## config.mk

```make
export PLATFORM = sky130hd
export DESIGN_NAME = busdmx_top
export DESIGN_NICKNAME = d
export VERILOG_FILES = /design/src/rtl/busdmx_pkg.sv /design/src/rtl/busdmx_addr_latch.sv /design/src/rtl/busdmx_cmd_decode.sv /design/src/rtl/busdmx_data_steer.sv /design/src/rtl/busdmx_top.sv
export SDC_FILE = /design/constraint.sdc
export NUM_CORES = 1
export LEC_CHECK = 0
export CAP_MARGIN = 20
export CORE_MARGIN = 2
export CORE_UTILIZATION = 26
export CTS_BUF_LIST = sky130_fd_sc_hd__clkbuf_16
export DETAILED_ROUTE_END_ITERATION = 10
export GPL_ROUTABILITY_DRIVEN = 0
export PLACE_DENSITY = 0.68
export SLEW_MARGIN = 25
export SYNTH_ARGS = -nofsm -noshare
export SYNTH_HDL_FRONTEND = slang
export SYNTH_SLANG_ARGS = --single-unit
```

## constraint.sdc

```tcl
create_clock -name clk -period 1.7 [get_ports clk]
set_clock_uncertainty 0.1 [all_clocks]
set_input_delay 0.425 -clock clk [delete_from_list [all_inputs] [get_ports clk]]
set_output_delay 0.425 -clock clk [all_outputs]
set_load 0.02 [all_outputs]
```

## src/rtl/busdmx_pkg.sv

```systemverilog
package busdmx_pkg;

  typedef enum logic [1:0] {
    XFER_IDLE  = 2'd0,
    XFER_READ  = 2'd1,
    XFER_WRITE = 2'd2,
    XFER_CLASH = 2'd3
  } xfer_e;

  typedef struct packed {
    logic mem_rd;
    logic mem_wr;
    logic io_rd;
    logic io_wr;
  } cmd_t;

  function automatic xfer_e classify(input logic rd_n, input logic wr_n);
    xfer_e k;
    case ({rd_n, wr_n})
      2'b11:   k = XFER_IDLE;
      2'b01:   k = XFER_READ;
      2'b10:   k = XFER_WRITE;
      default: k = XFER_CLASH;
    endcase
    return k;
  endfunction

  function automatic cmd_t decode(input xfer_e k, input logic is_mem);
    cmd_t c;
    c = '0;
    c.mem_rd = (k == XFER_READ)  &&  is_mem;
    c.io_rd  = (k == XFER_READ)  && !is_mem;
    c.mem_wr = (k == XFER_WRITE) &&  is_mem;
    c.io_wr  = (k == XFER_WRITE) && !is_mem;
    return c;
  endfunction

endpackage

```

## src/rtl/busdmx_addr_latch.sv

```systemverilog
module busdmx_addr_latch #(
  parameter int W = 16
) (
  input  logic         clk,
  input  logic         rst_n,
  input  logic         le,
  input  logic [W-1:0] bus_i,
  output logic [W-1:0] addr_o
);
  logic [W-1:0] held_q;

  always_ff @(posedge clk or negedge rst_n) begin
    if (!rst_n)  held_q <= '0;
    else if (le) held_q <= bus_i;
  end

  // Pass-through while the strobe is open, held copy once it closes.
  assign addr_o = le ? bus_i : held_q;
endmodule

```

## src/rtl/busdmx_cmd_decode.sv

```systemverilog
module busdmx_cmd_decode
  import busdmx_pkg::*;
(
  input  logic  rd_n,
  input  logic  wr_n,
  input  logic  is_mem,
  output xfer_e kind_o,
  output logic  [3:0] cmd_n_o,
  output logic  clash_o
);
  cmd_t cmd;

  always_comb begin
    kind_o = classify(rd_n, wr_n);
    cmd    = decode(kind_o, is_mem);
  end

  assign cmd_n_o = ~{cmd.mem_rd, cmd.mem_wr, cmd.io_rd, cmd.io_wr};
  assign clash_o = (kind_o == XFER_CLASH);
endmodule

```

## src/rtl/busdmx_data_steer.sv

```systemverilog
module busdmx_data_steer
  import busdmx_pkg::*;
#(
  parameter int W = 16
) (
  input  xfer_e        kind,
  input  logic         outward,
  input  logic [W-1:0] cpu_i,
  input  logic [W-1:0] sys_i,
  output logic [W-1:0] cpu_o,
  output logic         cpu_oe_o,
  output logic [W-1:0] sys_o,
  output logic         sys_oe_o
);
  logic active;

  assign active   = (kind == XFER_READ) || (kind == XFER_WRITE);
  assign sys_oe_o = active &&  outward;
  assign cpu_oe_o = active && !outward;
  assign sys_o    = sys_oe_o ? cpu_i : '0;
  assign cpu_o    = cpu_oe_o ? sys_i : '0;
endmodule

```

## src/rtl/busdmx_top.sv

```systemverilog
module busdmx_top
  import busdmx_pkg::*;
#(
  parameter int LO_W = 16,
  parameter int HI_W = 4
) (
  input  logic                 clk,
  input  logic                 rst_n,
  input  logic [LO_W-1:0]      cpu_ad_i,
  output logic [LO_W-1:0]      cpu_ad_o,
  output logic                 cpu_ad_oe_o,
  input  logic [HI_W-1:0]      cpu_hi_addr_i,
  input  logic                 cpu_ale_i,
  input  logic                 cpu_mio_i,
  input  logic                 cpu_rd_n_i,
  input  logic                 cpu_wr_n_i,
  input  logic                 cpu_dtr_i,
  output logic [LO_W+HI_W-1:0] sys_addr_o,
  input  logic [LO_W-1:0]      sys_data_i,
  output logic [LO_W-1:0]      sys_data_o,
  output logic                 sys_data_oe_o,
  output logic                 mem_rd_n_o,
  output logic                 mem_wr_n_o,
  output logic                 io_rd_n_o,
  output logic                 io_wr_n_o,
  output logic                 proto_err_o
);
  localparam int ADDR_W = LO_W + HI_W;

  xfer_e      kind;
  logic [3:0] cmd_n;
  logic       clash;
  // Named events for the checker
  logic       addr_capture;
  logic       addr_freeze;
  logic       ale_q;

  always_ff @(posedge clk or negedge rst_n) begin
    if (!rst_n) ale_q <= 1'b0;
    else        ale_q <= cpu_ale_i;
  end
  assign addr_capture = cpu_ale_i;
  assign addr_freeze  = ale_q && !cpu_ale_i;

  busdmx_addr_latch #(.W(LO_W)) u_lo_latch (
    .clk(clk), .rst_n(rst_n), .le(cpu_ale_i),
    .bus_i(cpu_ad_i), .addr_o(sys_addr_o[LO_W-1:0])
  );

  busdmx_addr_latch #(.W(HI_W)) u_hi_latch (
    .clk(clk), .rst_n(rst_n), .le(cpu_ale_i),
    .bus_i(cpu_hi_addr_i), .addr_o(sys_addr_o[ADDR_W-1:LO_W])
  );

  busdmx_cmd_decode u_dec (
    .rd_n(cpu_rd_n_i), .wr_n(cpu_wr_n_i), .is_mem(cpu_mio_i),
    .kind_o(kind), .cmd_n_o(cmd_n), .clash_o(clash)
  );

  assign {mem_rd_n_o, mem_wr_n_o, io_rd_n_o, io_wr_n_o} = cmd_n;
  assign proto_err_o = clash;

  busdmx_data_steer #(.W(LO_W)) u_steer (
    .kind(kind), .outward(cpu_dtr_i),
    .cpu_i(cpu_ad_i), .sys_i(sys_data_i),
    .cpu_o(cpu_ad_o), .cpu_oe_o(cpu_ad_oe_o),
    .sys_o(sys_data_o), .sys_oe_o(sys_data_oe_o)
  );
endmodule

```

==> metrics.cfg, run 1 <==
[synthesis]
ys_types=13
ys_top_cells_by_area=dfrtp_1 (42%), mux2_4 (25%), and3b_1 (8.8%)
synthMuxAreaShare=0.251
yosysTopAreaCellShare=0.419
synth_seq_cells=20
synthCells=91
synth.cell_area_sq_mm=0.00119
synth-simple-area-share=0.232
synth_top_family_by_area=multiplexers
synth-compound-area-share=0
syn_avg_cell_area_sq_um=13.1
synth_fa_ha_area_frac=0.0314
synth_top_cell_by_area=dfrtp_1
ys_seq_area_frac=0.419
synth_xor_area_frac=0
ys.warnings.count=0
synth_fp_nets=137

[drt]
drt_wl_total_um=4590
drc=0
num_vias=1201
viasPerCell=4.53
firstDrtPassIters=3
ant_nets=0
wl_per_cell_um=17.3
drtIter0Drc=50

[outcome]
status=complete, but fails checks
violations=negative setup slack

[clocking]
cts.path.max_buffers=2
numCtsBuffers=3
clk_latency_ns=0.25
cts_max_level=1
cts_tree=done
numClockSinks=20
cts-root-buf=clkbuf_16
cts_hold_buf=0
cts.clk_slew.worst_paths_ns=0.06

[power_and_ir_drop]
p_sw_uw=522
combPwrFrac=0.436
vdd_drop_max_mv=0.515
power.leakage_nw=1.38
intPower_mw=1.30
clockPowerShare=0.268
power_density_mw_per_mm2=661
power.share.sequential=0.296
power.total_mw=1.82
swShare=0.287

[grt]
grtUsageTotal=0.183
overflow=0
grt_pass1_wl_um=7310
grt_pass1_vias=1374
grt_max_degree=21
antenna_found_initial=0

[worst_setup_path]
critPathMaxFanout=8
rr_startpoint=u_lo_latch.held_q[0]
required_ns=1.17
end_kind=primary output
path_cells=buf_8 > inv_4 > ha_4 > buf_6 > and3b_2 > buf_6
worstSetupPathType=in -> out
rr_endpoint=u_lo_latch.held_q[0]
critPathMaxStageDelay_ns=0.34
critPathArrivalTime_ns=1.34
start_kind=primary input
cp_common_cell=buf_6
reg2reg_depth=2
crit_path_top_delay_cell=ha_4
r2r_slack_ns=0.72

[sta]
slew_headroom=0.825
fin_ws_ns=-0.167
worst_pin_slew_ns=0.262
rsz0062_at_grt=yes
finalMaxSlewViolations=0
period_needed_ns=1.87
hold_viol=0
fin_crit_sh=1.10
max_freq_mhz=536
setup_viol_count_final=34

[finish]
utilization=0.627
mostFrequentLayoutCells=buf_6 (58), dlygate4sd2_1 (22), mux2_4 (20), dfrtp_1 (20)
final_common_cell=buf_6
nets=260
drive_gt1_frac=0.690
antenna_cells=0
area_growth_pct=130

[floorplan]
rows=24
pin_count=102
dieArea_sq_mm=0.00515
die_height_um=71.8
start_util=0.273
die_w_um=71.8
coreArea_sq_mm=0.00438

[worst_hold_path]
hold_depth=1
worstHoldStart=u_lo_latch.held_q[3]
hp-class=reg -> reg
hold_end=u_lo_latch.held_q[3]

[placed_design]
port_buffers=101

[run]
max_cap_viol_count=0

## critical path, delay by kind of cell
family	cells	cell delay, ns
adder cells (fa/ha/maj)	1	0.34
AND/OR/NAND/NOR	1	0.20
buffers and inverters	4	0.38
## layout make-up
type                    count  area [sq um]
repair buffers            126          1350
clock inverters             1          3.75
clock buffers               3          75.1
inverters                   2          15.0
well taps                  52          65.1
multi-input cells          61           736
flip-flops and latches     20           500
fillers                   339          1640
## state kept, by name, summed over array words and instances, names as in the netlist
signal             flops
u_hi_latch.held_q      4
u_lo_latch.held_q     16
## routing by layer
layer	share of wire	vias to the layer above	wire length (um)	global-route usage
met4	0.0020	0	9	0.0126
li1	-	570	-	-
met5	0	-	0	0
met2	0.51	52	2340	0.325
met3	0.064	4	295	0.0478
met1	0.42	575	1940	0.234
## power by group through the flow
| stage | Sequential, mW | Clock [mW] | Combinational, mW |
|---|---|---|---|
| 2_1_floorplan | 0.541 | 0 | 0.330 |
| 3_3_place_gp | 0.544 | 0 | 0.640 |
| 3_5_place_dp | 0.544 | 0 | 0.648 |
| 4_1_cts | 0.538 | 0.496 | 0.822 |
| 5_1_grt | 0.542 | 0.523 | 0.836 |
| 6_report | 0.538 | 0.487 | 0.792 |
## cells by family after synthesis
family        count (synthesis)
fa+ha+maj                     3
flops                        20
buf+inv                      10
simple gates                 38
mux                          20
## synth_stat cells
master / n
dfrtp_1: 20
mux2_4: 20
and3_1: 16
and3b_1: 12
buf_6: 5
and3b_2: 4
buf_2: 3
ha_1: 3
inv_1: 2
nand2_1: 2
nand2b_1: 2
and2_1: 1
nor2b_1: 1
## timing repair
| item | in CTS | in global routing |
|---|---|---|
| gates resized for setup | 417 | 11 |
| gates cloned | 7 | 1 |
| endpoints found under the setup margin | 59 | 39 |
| pin swaps | 18 | 4 |
| setup buffers | 11 | 3 |
## through the flow
stage | TNS [ns] | setup slack (ns) | hold slack (ns) | cells | instance area (sq um)
finish | -4.46 | -0.167 | 0.396 | 265 | 2750
CTS | -5.93 | -0.235 | 0.395 | 265 | 2790
global route | -5.64 | -0.200 | 0.394 | 265 | 2750
floorplan | 0 | 0.0465 | 0.0294 | 91 | 1240
global placement | -56.05 | -1.06 | 0.377 | 243 | 2310
detailed placement | -57.73 | -1.10 | 0.380 | 243 | 2310
## worst max path at each step
stage                           from      endpoint  slack, ns  cells past startpoint
after floorplan           cpu_rd_n_i   cpu_ad_oe_o       0.05                      4
after global placement    cpu_rd_n_i  cpu_ad_o[12]      -1.06                      5
after detailed placement  cpu_wr_n_i   cpu_ad_o[9]      -1.10                      5
after CTS                 cpu_rd_n_i   cpu_ad_o[5]      -0.23                      7
after global routing      cpu_rd_n_i  cpu_ad_o[13]      -0.20                      6
final                     cpu_wr_n_i  cpu_ad_o[13]      -0.17                      6
(Power assumes the default switching activity.)
==> inputs of run 2 (changes only) <==
--- a/config.mk
+++ b/config.mk
@@ -6,6 +6,7 @@
 export NUM_CORES = 1
 export LEC_CHECK = 0
 export CAP_MARGIN = 20
+export CORE_ASPECT_RATIO = 0.9
 export CORE_MARGIN = 2
 export CORE_UTILIZATION = 26
 export CTS_BUF_LIST = sky130_fd_sc_hd__clkbuf_16
==> run 2 against run 1 <==
Net effect: the run still ends with negative setup slack left; count of clock-buffer cells in the layout did not move; clock power is 31% higher; global-route usage up 0.23 points; hold slack better by 0.0025 ns; final cell count is 3.4% higher; critical path depth stayed put.
==> metrics.cfg, run 2 (synthesized netlist as in run 1, its figures left out) <==
[drt]
drtIter0Drc=12
ant_nets=0
viasPerCell=4.36
num_vias=1195
firstDrtPassIters=2
wl_per_cell_um=16.5
drt_wl_total_um=4530
drc=0

[clocking]
clk_latency_ns=0.25
cts_hold_buf=0
cts.clk_slew.worst_paths_ns=0.06
cts_tree=done
numCtsBuffers=3
cts_max_level=1
cts.path.max_buffers=2
numClockSinks=20
cts-root-buf=clkbuf_16

[outcome]
violations=negative setup slack
status=complete, but fails checks

[power_and_ir_drop]
swShare=0.264
power.total_mw=1.96
p_sw_uw=516
combPwrFrac=0.401
power.leakage_nw=1.39
power.share.sequential=0.275
intPower_mw=1.44
power_density_mw_per_mm2=711
vdd_drop_max_mv=0.890
clockPowerShare=0.325

[placed_design]
port_buffers=101
dp_hpwl_um=2860
place_inst=253

[sta]
fin_ws_ns=-0.148
finalMaxSlewViolations=0
rsz0062_at_grt=yes
period_needed_ns=1.85
setup_viol_count_final=35
hold_viol=0
max_freq_mhz=541
worst_pin_slew_ns=0.263
slew_headroom=0.825
fin_crit_sh=1.09
hold_ws_ns=0.398

[floorplan]
die_height_um=68.3
coreArea_sq_mm=0.00443
pin_count=102
start_util=0.270
die_w_um=75.5
rows=23
dieArea_sq_mm=0.00516

[finish]
largest_register_ffs=16
mostFrequentLayoutCells=buf_6 (52), dlygate4sd2_1 (23), mux2_4 (20), buf_4 (20), dfrtp_1 (20)
top_regs=u_lo_latch.held_q (16), u_hi_latch.held_q (4)
multi_input_area_sq_um=722
area_growth_pct=131
antenna_cells=0
final_common_cell=buf_6
final-seq-area_sq_um=500
drive_gt1_frac=0.693
utilization=0.622
fill_cells=383
fin_cells=274
largest_register=u_lo_latch.held_q
nets=259

[run]
max_cap_viol_count=0

[worst_setup_path]
end_kind=primary output
critPathArrivalTime_ns=1.32
worstSetupPathType=in -> out
cp_common_cell=buf_8
critPathMaxStageDelay_ns=0.32
start_kind=primary input
reg2reg_depth=2
crit_start=cpu_wr_n_i
required_ns=1.17
crit_path_top_delay_cell=ha_4
rr_startpoint=u_lo_latch.held_q[3]
path_cells=buf_8 > inv_6 > ha_4 > buf_8 > and3b_2 > buf_6
critPathMaxFanout=9

[grt]
grt_pass1_vias=1222
grtUsageTotal=0.185
antenna_found_initial=0
overflow=0
grt_max_degree=21
grt_pass1_wl_um=6860

[worst_hold_path]
worstHoldStart=u_lo_latch.held_q[9]
hp-class=reg -> reg
hold_depth=1

run 2: changes by cell type in the layout (fill, tap and decap cells not counted), sizes merged:
cell	change
buf	-1
bufinv	+1
clkdlybuf4s15	-1
clkinv	-1
dlygate4sd2	+1
run 2: through the flow:
stage          setup TNS [ns]  setup WS [ns]  instance area, sq um
6_report                -4.21         -0.148                  2760
5_1_grt                 -5.04         -0.173                  2760
4_1_cts                 -4.94         -0.221                  2760
3_5_place_dp           -57.02          -1.10                  2330
3_3_place_gp           -55.89          -1.06                  2330
2_1_floorplan               0         0.0465                  1240
run 2: repair_timing:
action / CTS / global route
endpoints found under the setup margin: 59 / 41
gates cloned: 6 / 0
pin swaps: 11 / 6
buffers inserted: 12 / 1
gates resized for setup: 403 / 10
run 2: area by class of cell:
cell class / instances / share of cell area
clock buffer: 3 / 0.0272
multi-input combinational: 61 / 0.262
clock inverter: 1 / 0.0109
timing repair buffer: 125 / 0.484
tap: 62 / 0.0281
sequential: 20 / 0.181
inverter: 2 / 0.00635
run 2: path summary, 6_finish.rpt:
path / to / slack, ns
setup / recovery: cpu_ad_o[5] / -0.15
hold reg to reg: u_lo_latch.held_q[9] / 0.40
max in group asynchronous: u_lo_latch.held_q[8] / 0.86
setup reg to reg: u_lo_latch.held_q[3] / 0.71
min in group asynchronous: u_hi_latch.held_q[2] / 0.43
hold / removal: u_lo_latch.held_q[9] / 0.40
run 2: per-layer routing:
metal,track usage,up-vias,part of all wire
li1,-,568,-
met1,0.226,573,0.41
met2,0.326,50,0.52
met3,0.0545,4,0.064
met4,0.0351,0,0.0077
met5,0,-,0
run 2: worst max-delay path: cells and delay by family:
kind | cells | cell delay (ns)
adder cells (fa/ha/maj) | 1 | 0.32
buffers and inverters | 4 | 0.36
AND/OR/NAND/NOR | 1 | 0.20
run 2: power by group through the flow:
stage          sequential [mW]  combinational (mW)  clock [mW]
5_1_grt                  0.542               0.828       0.684
3_3_place_gp             0.544               0.639           0
3_5_place_dp             0.545               0.647           0
2_1_floorplan            0.541               0.330           0
4_1_cts                  0.538               0.795       0.650
6_report                 0.538               0.785       0.636
==> inputs of run 3 (changes only) <==
--- a/config.mk
+++ b/config.mk
@@ -12,6 +12,7 @@
 export CTS_BUF_LIST = sky130_fd_sc_hd__clkbuf_16
 export DETAILED_ROUTE_END_ITERATION = 10
 export GPL_ROUTABILITY_DRIVEN = 0
+export GPL_TIMING_DRIVEN = 0
 export PLACE_DENSITY = 0.68
 export SLEW_MARGIN = 25
 export SYNTH_ARGS = -nofsm -noshare
==> run 3 against run 2 <==
Net effect: the flow still finishes with violations (negative setup slack); sequential cell count unchanged; clock power decreased by 26%; core utilization decreased by 1.7 points; sequential share of layout area increased by 0.52 points; final cell count increased by 0.36%; setup slack got worse by 0.063 ns; fmax decreased by 3.3%; critical endpoint is now sys_data_o[15]; largest cell class unchanged; largest power group unchanged.
==> metrics.cfg, run 3 (synthesized netlist as in run 1, its figures left out) <==
[clocking]
clk_latency_ns=0.24
cts_hold_buf=0
cts.path.max_buffers=2
cts-root-buf=clkbuf_16
numCtsBuffers=3
cts_tree=done
cts_max_level=1
cts.clk_slew.worst_paths_ns=0.05
numClockSinks=20

[worst_setup_path]
path_delay_family=buffers and inverters
rr_startpoint=u_hi_latch.held_q[3]
critPathMaxFanout=5
crit_start=cpu_rd_n_i
path_buf_inv=5
critPathMaxStageDelay_ns=0.21
crit_path_top_delay_cell=ha_4
r2r_slack_ns=0.72
end_kind=primary output
required_ns=1.17
cp_common_cell=buf_6
worstSetupPathType=in -> out
start_kind=primary input
path_cells=buf_8 > inv_4 > ha_4 > buf_4 > buf_6 > and3_2 > buf_6
critPathArrivalTime_ns=1.39

[power_and_ir_drop]
combPwrFrac=0.436
clockPowerShare=0.262
p_sw_uw=496
vdd_drop_max_mv=0.637
swShare=0.278
power.leakage_nw=1.35
intPower_mw=1.29
power_density_mw_per_mm2=665
power.share.sequential=0.302

[run]
max_cap_viol_count=0

[grt]
grtUsageTotal=0.174
grt_pass1_vias=1322
grt_pass1_wl_um=6640
grt_max_degree=21
antenna_found_initial=0
overflow=0

[worst_hold_path]
hp-class=reg -> reg
worstHoldStart=u_lo_latch.held_q[2]

[sta]
finalMaxSlewViolations=0
setup_viol_count_final=33
hold_ws_ns=0.398
slew_headroom=0.409
rsz0062_at_grt=yes
max_freq_mhz=523
period_needed_ns=1.91
fin_crit_sh=1.12
hold_viol=0
fin_ws_ns=-0.211
worst_pin_slew_ns=0.884

[drt]
firstDrtPassIters=2
drtIter0Drc=4
num_vias=1209
drc=0
ant_nets=0
wl_per_cell_um=15.9
viasPerCell=4.40
drt_wl_total_um=4360

[outcome]
violations=negative setup slack
status=complete, but fails checks

[finish]
largest_register_ffs=16
antenna_cells=0
final_common_cell=buf_6
largest_register=u_lo_latch.held_q
finalInstanceArea_sq_mm=0.00268
top_regs=u_lo_latch.held_q (16), u_hi_latch.held_q (4)
area_growth_pct=124
drive_gt1_frac=0.695
fill_cells=405
mostFrequentLayoutCells=buf_6 (57), dlygate4sd2_1 (23), buf_4 (22)
nets=260

[placed_design]
preCtsSetupSlack_ns=-1.07
dp_hpwl_um=3020
place_area_sq_mm=0.00232
port_buffers=100

[floorplan]
die_height_um=68.3
pin_count=102
rows=23
dieArea_sq_mm=0.00516
die_w_um=75.5
coreArea_sq_mm=0.00443
start_util=0.270

-- run 3: changes by cell type in the layout (fill, tap and decap cells not counted), moves of 2 or more --
cell    change
and3_2      -3
and3_4      +3
buf_12      -2
buf_16      -2
buf_4       +2
buf_6       +5
buf_8       -2
inv_4       +2
inv_6       -2
-- run 3: worst paths after layout --
path	endpoint	cells after the start
setup / recovery	sys_data_o[15]	7
hold / removal	u_lo_latch.held_q[2]	1
setup reg to reg	u_hi_latch.held_q[3]	2
hold reg to reg	u_lo_latch.held_q[2]	1
max in group asynchronous	u_lo_latch.held_q[10]	1
min in group asynchronous	u_hi_latch.held_q[3]	1
-- run 3: power groups by stage --
stage          Combinational (mW)  Clock [mW]  Sequential, mW
6_report                    0.777       0.468           0.539
5_1_grt                     0.823       0.509           0.543
4_1_cts                     0.769       0.480           0.539
3_5_place_dp                0.653           0           0.545
3_3_place_gp                0.644           0           0.544
2_1_floorplan               0.330           0           0.541
-- run 3: metal layers --
layer	up-vias	wire (um)	GRT usage
li1	565	-	-
met1	590	1690	0.185
met4	0	29	0.0285
met2	50	2340	0.338
met5	-	0	0
met3	4	299	0.0545
-- run 3: metrics by stage --
step	instances	util	TNS, ns	total power, mW
after detailed placement	253	0.524	-48.33	1.20
after global routing	275	0.605	-6.68	1.87
after CTS	273	0.598	-5.70	1.79
final	275	0.605	-5.69	1.78
after floorplan	91	-	0	0.870
after global placement	253	0.524	-47.23	1.19
-- run 3: what timing repair did --
item,CTS,global route
gates resized for setup,398,8
setup endpoints to repair,59,34
setup buffers,13,2
cloned,3,0
pin swaps,16,2
-- run 3: layout make-up --
cell class | instances | area, sq um | area share
sequential | 20 | 500 | 0.187
clock buffer | 3 | 75.1 | 0.0280
buffer | 8 | 86.3 | 0.0322
tap | 62 | 77.6 | 0.0289
inverter | 2 | 12.5 | 0.00467
timing repair buffer | 118 | 1190 | 0.446
clock inverter | 1 | 3.75 | 0.00140
multi-input combinational | 61 | 731 | 0.273
